`src/rtl/tpg_pkg.sv`:
```
package tpg_pkg;

    typedef enum logic {
        DEAD_SHARED  = 1'b0,
        DEAD_BANKPRT = 1'b1
    } dead_mode_e;

    function automatic int open_cycles(input int turn_len, input int dead_len);
        return turn_len - dead_len;
    endfunction

    function automatic int id_width(input int n);
        return (n < 2) ? 1 : $clog2(n);
    endfunction

endpackage

```
`src/rtl/tpg_turn_timer.sv`:
```
module tpg_turn_timer #(
    parameter int TURN_LEN = 256,
    parameter int CNT_W    = 8
) (
    input  logic             clk,
    input  logic             rst,
    output logic [CNT_W-1:0] slot,
    output logic             last_slot
);
    localparam logic [CNT_W-1:0] LAST = CNT_W'(TURN_LEN - 1);

    assign last_slot = (slot == LAST);

    always_ff @(posedge clk) begin
        if (rst)
            slot <= '0;
        else if (last_slot)
            slot <= '0;
        else
            slot <= slot + 1'b1;
    end
endmodule

```
`src/rtl/tpg_owner_ring.sv`:
```
module tpg_owner_ring #(
    parameter int NUM_DOM = 4,
    parameter int ID_W    = 2
) (
    input  logic            clk,
    input  logic            rst,
    input  logic            advance,
    output logic [ID_W-1:0] owner
);
    localparam logic [ID_W-1:0] TOP_ID = ID_W'(NUM_DOM - 1);

    always_ff @(posedge clk) begin
        if (rst)
            owner <= '0;
        else if (advance)
            owner <= (owner == TOP_ID) ? '0 : owner + 1'b1;
    end
endmodule

```
`src/rtl/tpg_window.sv`:
```
module tpg_window
    import tpg_pkg::*;
#(
    parameter int TURN_LEN      = 256,
    parameter int DEAD_LEN      = 172,
    parameter int DEAD_LEN_PART = 32,
    parameter int CNT_W         = 8
) (
    input  logic             clk,
    input  logic             rst,
    input  logic             mode_in,
    input  logic [CNT_W-1:0] slot,
    output logic             open
);
    localparam logic [CNT_W-1:0] LIM_SHARED = CNT_W'(open_cycles(TURN_LEN, DEAD_LEN));
    localparam logic [CNT_W-1:0] LIM_BANK   = CNT_W'(open_cycles(TURN_LEN, DEAD_LEN_PART));

    dead_mode_e       mode_q;
    logic [CNT_W-1:0] limit;

    always_ff @(posedge clk) begin
        if (rst)
            mode_q <= mode_in ? DEAD_BANKPRT : DEAD_SHARED;
    end

    always_comb begin
        unique case (mode_q)
            DEAD_BANKPRT: limit = LIM_BANK;
            default:      limit = LIM_SHARED;
        endcase
    end

    assign open = (slot < limit);
endmodule

```
`src/rtl/tpg_issue_gate.sv`:
```
module tpg_issue_gate
    import tpg_pkg::*;
#(
    parameter int NUM_DOM       = 4,
    parameter int TURN_LEN      = 256,
    parameter int DEAD_LEN      = 172,
    parameter int DEAD_LEN_PART = 32,
    parameter int ID_W          = id_width(NUM_DOM)
) (
    input  logic               clk,
    input  logic               rst,
    input  logic               bank_part_mode,
    input  logic [NUM_DOM-1:0] req_valid,
    output logic [NUM_DOM-1:0] issue_en,
    output logic [ID_W-1:0]    owner_id,
    output logic               force_autopre
);
    localparam int CNT_W = $clog2(TURN_LEN);

    logic [CNT_W-1:0] slot;
    logic             last_slot;
    logic             open;

    tpg_turn_timer #(.TURN_LEN(TURN_LEN), .CNT_W(CNT_W)) u_timer (
        .clk       (clk),
        .rst       (rst),
        .slot      (slot),
        .last_slot (last_slot)
    );

    tpg_owner_ring #(.NUM_DOM(NUM_DOM), .ID_W(ID_W)) u_ring (
        .clk     (clk),
        .rst     (rst),
        .advance (last_slot),
        .owner   (owner_id)
    );

    tpg_window #(
        .TURN_LEN      (TURN_LEN),
        .DEAD_LEN      (DEAD_LEN),
        .DEAD_LEN_PART (DEAD_LEN_PART),
        .CNT_W         (CNT_W)
    ) u_window (
        .clk     (clk),
        .rst     (rst),
        .mode_in (bank_part_mode),
        .slot    (slot),
        .open    (open)
    );

    for (genvar d = 0; d < NUM_DOM; d++) begin : g_dom
        assign issue_en[d] = !rst && open && req_valid[d] && (owner_id == ID_W'(d));
    end

    assign force_autopre = 1'b1;
endmodule

```
`config.mk`:
```
export PLATFORM = sky130hd
export DESIGN_NAME = tpg_issue_gate
export DESIGN_NICKNAME = d
export VERILOG_FILES = /design/src/rtl/tpg_pkg.sv /design/src/rtl/tpg_turn_timer.sv /design/src/rtl/tpg_owner_ring.sv /design/src/rtl/tpg_window.sv /design/src/rtl/tpg_issue_gate.sv
export SDC_FILE = /design/constraint.sdc
export NUM_CORES = 1
export LEC_CHECK = 0
export BUFFER_PORTS_ARGS = -buffer_cell sky130_fd_sc_hd__buf_4
export CORE_UTILIZATION = 45
export CTS_CLUSTER_DIAMETER = 100
export DETAILED_ROUTE_END_ITERATION = 7
export PLACE_DENSITY = 0.7
export SYNTH_ARGS = -nofsm -noshare
export SYNTH_HDL_FRONTEND = slang
export SYNTH_HIERARCHICAL = 1
export SYNTH_SLANG_ARGS = --single-unit
export TNS_END_PERCENT = 10
```
`constraint.sdc`:
```
create_clock -name clk -period 1.7 [get_ports clk]
set_input_delay 0.255 -clock clk [delete_from_list [all_inputs] [get_ports clk]]
set_output_delay 0.255 -clock clk [all_outputs]
set_load 0.1 [all_outputs]
```
==> results.sh <==
export IMPL_timing_hold_ws_ns=0.166
export IMPL_avgSynthCellArea_sq_um=9.18
export IMPL_final_common_cell="buf_4"
export IMPL_synth_fp_nets=78
export IMPL_min_period_over_period=1.34
export IMPL_cts_setup_buffers=0
export IMPL_fin_skew_ns=0.00285
export IMPL_rrSetupSlack_ns=0.16
export IMPL_wl_per_cell_microns=13.5
export IMPL_status="finished with violations"
export IMPL_hp_start="bank_part_mode"
export IMPL_start_kind="register"
export IMPL_worstRegToRegCells=5
export IMPL_max_clock_freq_mhz=439
export IMPL_routed_wl_mm=1.37
export IMPL_period_needed_ns=2.28
export IMPL_synthCells=66
export IMPL_grt_pass1_vias=493
export IMPL_initial_core_util=0.517
export IMPL_cts_buffers=3
export IMPL_ir_worst_vdd_mv=0.428
export IMPL_cts_hold_buf=0
export IMPL_tns_ns=-2.08
export IMPL_critical_path_arrival_ns=2.02
export IMPL_crit_required_ns=1.44
export IMPL_post_dp_hpwl_microns=943
export IMPL_drive_gt1_frac=0.375
export IMPL_leakage_nw=0.351
export IMPL_die_h_microns=38.7
export IMPL_port_buffers=12
export IMPL_synth_cell_types=28
export IMPL_hold_class="in -> reg"
export IMPL_drc_errors=0
export IMPL_vias=546
export IMPL_cts_root_buf="clkbuf_4"
export IMPL_grt_pass1_wl_mm=2.16
export IMPL_mostFrequentLayoutCells="buf_4 (15), dfxtp_1 (10), nor2_1 (7), nand2_1 (6), ha_1 (4)"
export IMPL_htreeDepth=1
export IMPL_synth_warnings=6
export IMPL_clk_transition_reported_paths_ns=0.07
export IMPL_area_delta_synth_final_pct=43.4
export IMPL_drv_slew=0
export IMPL_violations="setup timing"
export IMPL_firstDrtPassIters=5
export IMPL_ys_ff_latch=11
export IMPL_cts_path_max_buffers=2
export IMPL_grt_overflow_total=0
export IMPL_r2r_end="u_ring/owner[0]$_SDFFE_PP0P_"
export IMPL_r2r_start="u_timer/slot[0]$_SDFF_PP0_"
export IMPL_critPathMaxFanout=3
export IMPL_drt_iter0_markers=15
export IMPL_final_nets=101
export IMPL_antenna_found_initial=0
export IMPL_tritoncts="built"
export IMPL_path_cells="inv_2 -> ha_1 -> nand2_1 -> o221a_1 -> and3b_1 -> and3b_2 -> buf_12"
export IMPL_die_w_microns=38.7
export IMPL_fp_dieArea_sq_um=1500
export IMPL_ant_nets=0
export IMPL_cts_sinks=11
export IMPL_critPathKind="reg -> out"
export IMPL_cp_slowest_cell="edfxtp_1"
export IMPL_rows=12
export IMPL_gp_congestion=0.777
export IMPL_crit_path_end_kind="output pin"
export IMPL_synthesis_area_sq_um=606
export IMPL_worstHoldEndpoint="u_window/mode_q$_DFFE_PP_"
export IMPL_holdPathStages=1
export IMPL_core_sq_um=1170
export IMPL_slowest_delay_ns=0.43
export IMPL_rsz0062_at_grt="true"
export IMPL_vias_per_cell=5.35
export IMPL_fin_ws_ns=-0.577
export IMPL_yosysSeqAreaShare=0.380
export IMPL_grt_max_degree=11
export IMPL_final_setup_viol_count=4
export IMPL_clkLatencyLatePin_ns=0.27
export IMPL_io_pins=14
export IMPL_insertedDiodeCount=0
export IMPL_hold_viol_final=0
export IMPL_maxCapViolCount=0
export IMPL_power_density_nw_per_um2=636
export IMPL_grt_usage=0.224
-- worst max-delay path by stage --
stage | startpoint | to | cells after the start | slack (ns)
after floorplan | u_window/mode_q$_DFFE_PP_ | issue_en[0] | 6 | -0.77
after global placement | u_window/mode_q$_DFFE_PP_ | issue_en[0] | 7 | -0.25
after detailed placement | u_window/mode_q$_DFFE_PP_ | issue_en[1] | 7 | -0.34
after CTS | u_window/mode_q$_DFFE_PP_ | issue_en[1] | 7 | -0.53
after global routing | u_window/mode_q$_DFFE_PP_ | issue_en[1] | 7 | -0.65
final | u_window/mode_q$_DFFE_PP_ | issue_en[1] | 7 | -0.58
-- critical path: cells and delay by family (launching register included) --
| family | cells | cell delay, ns |
|---|---|---|
| AND/OR/NAND/NOR | 3 | 0.52 |
| flip-flops | 1 | 0.43 |
| buffers and inverters | 2 | 0.28 |
| AO/OA/AOI/OAI | 1 | 0.27 |
| adder cells (fa/ha/maj) | 1 | 0.25 |
-- cells in the mapped netlist --
| cell type | instances | share of area |
|---|---|---|
| a21oi_1 | 4 | 0.033 |
| a31oi_1 | 1 | 0.010 |
| and3_1 | 1 | 0.010 |
| and3b_1 | 2 | 0.029 |
| buf_4 | 1 | 0.012 |
| conb_1 | 1 | 0.0062 |
| dfxtp_1 | 10 | 0.33 |
| edfxtp_1 | 1 | 0.050 |
| ha_1 | 5 | 0.10 |
| inv_1 | 3 | 0.019 |
| mux2i_1 | 1 | 0.017 |
| nand2_1 | 6 | 0.037 |
| nand2b_1 | 1 | 0.010 |
| nand2b_4 | 1 | 0.023 |
| nand3_1 | 2 | 0.017 |
| nand3_2 | 2 | 0.033 |
| nand4_1 | 3 | 0.031 |
| nor2_1 | 7 | 0.043 |
| nor3_1 | 1 | 0.0083 |
| nor3_2 | 1 | 0.017 |
| nor4b_2 | 1 | 0.025 |
| o21ai_0 | 2 | 0.017 |
| o21bai_1 | 1 | 0.012 |
| o221a_1 | 1 | 0.019 |
| or3_1 | 3 | 0.031 |
| or3b_1 | 1 | 0.014 |
| xnor2_1 | 1 | 0.014 |
| xor2_1 | 2 | 0.029 |
-- area by class of cell --
| cell class | instances | area [sq um] |
|---|---|---|
| Clock buffer | 4 | 26.3 |
| Fill cell | 90 | 303 |
| Inverter | 3 | 11.3 |
| Multi-Input combinational cell | 51 | 399 |
| Sequential cell | 11 | 230 |
| Tap cell | 14 | 17.5 |
| Timing Repair Buffer | 19 | 184 |
-- power breakdown --
group          internal (mW)  switching (mW)
Clock                 0.0908          0.0852
Combinational         0.0405          0.0551
Sequential             0.272         0.00862
-- routing by layer --
| metal | wire length [microns] | global-route usage |
|---|---|---|
| met4 | 6 | 0.147 |
| met2 | 690 | 0.354 |
| met5 | 0 | 0 |
| met3 | 50 | 0.0751 |
| met1 | 627 | 0.251 |
-- cells by family (layout without fill, tap and decap cells) --
logic type      after synthesis  after routing  synth area share
simple gates                 32             32             0.329
other cells                   1              1           0.00619
mux                           1              1            0.0165
flops                        11             11             0.380
fa+ha+maj                     5              5             0.103
xor+xnor                      3              3            0.0434
buf+inv                       4             26            0.0310
compound gates                9              9            0.0909
-- what timing repair did --
| item | CTS | global route |
|---|---|---|
| pin swaps | 5 | 0 |
| cloned | 0 | 0 |
| gates resized for setup | 15 | 0 |
| setup endpoints to repair | 4 | 4 |
-- stage by stage --
| stage | worst slack, ns | util | instances | area (sq um) | total power [mW] |
|---|---|---|---|---|---|
| finish | -0.577 | 0.741 | 102 | 868 | 0.552 |
| detailed placement | -0.336 | 0.665 | 98 | 778 | 0.374 |
| floorplan | -0.775 | - | 66 | 626 | 0.344 |
| global route | -0.648 | 0.741 | 102 | 868 | 0.580 |
| global placement | -0.254 | 0.665 | 98 | 778 | 0.372 |
| CTS | -0.534 | 0.741 | 102 | 868 | 0.556 |
-- sequential cells by signal (all words and copies together), names as in the netlist --
| name | flops |
|---|---|
| u_ring/owner | 2 |
| u_timer/slot | 8 |
| u_window/mode_q | 1 |
(Power assumes the default switching activity.)
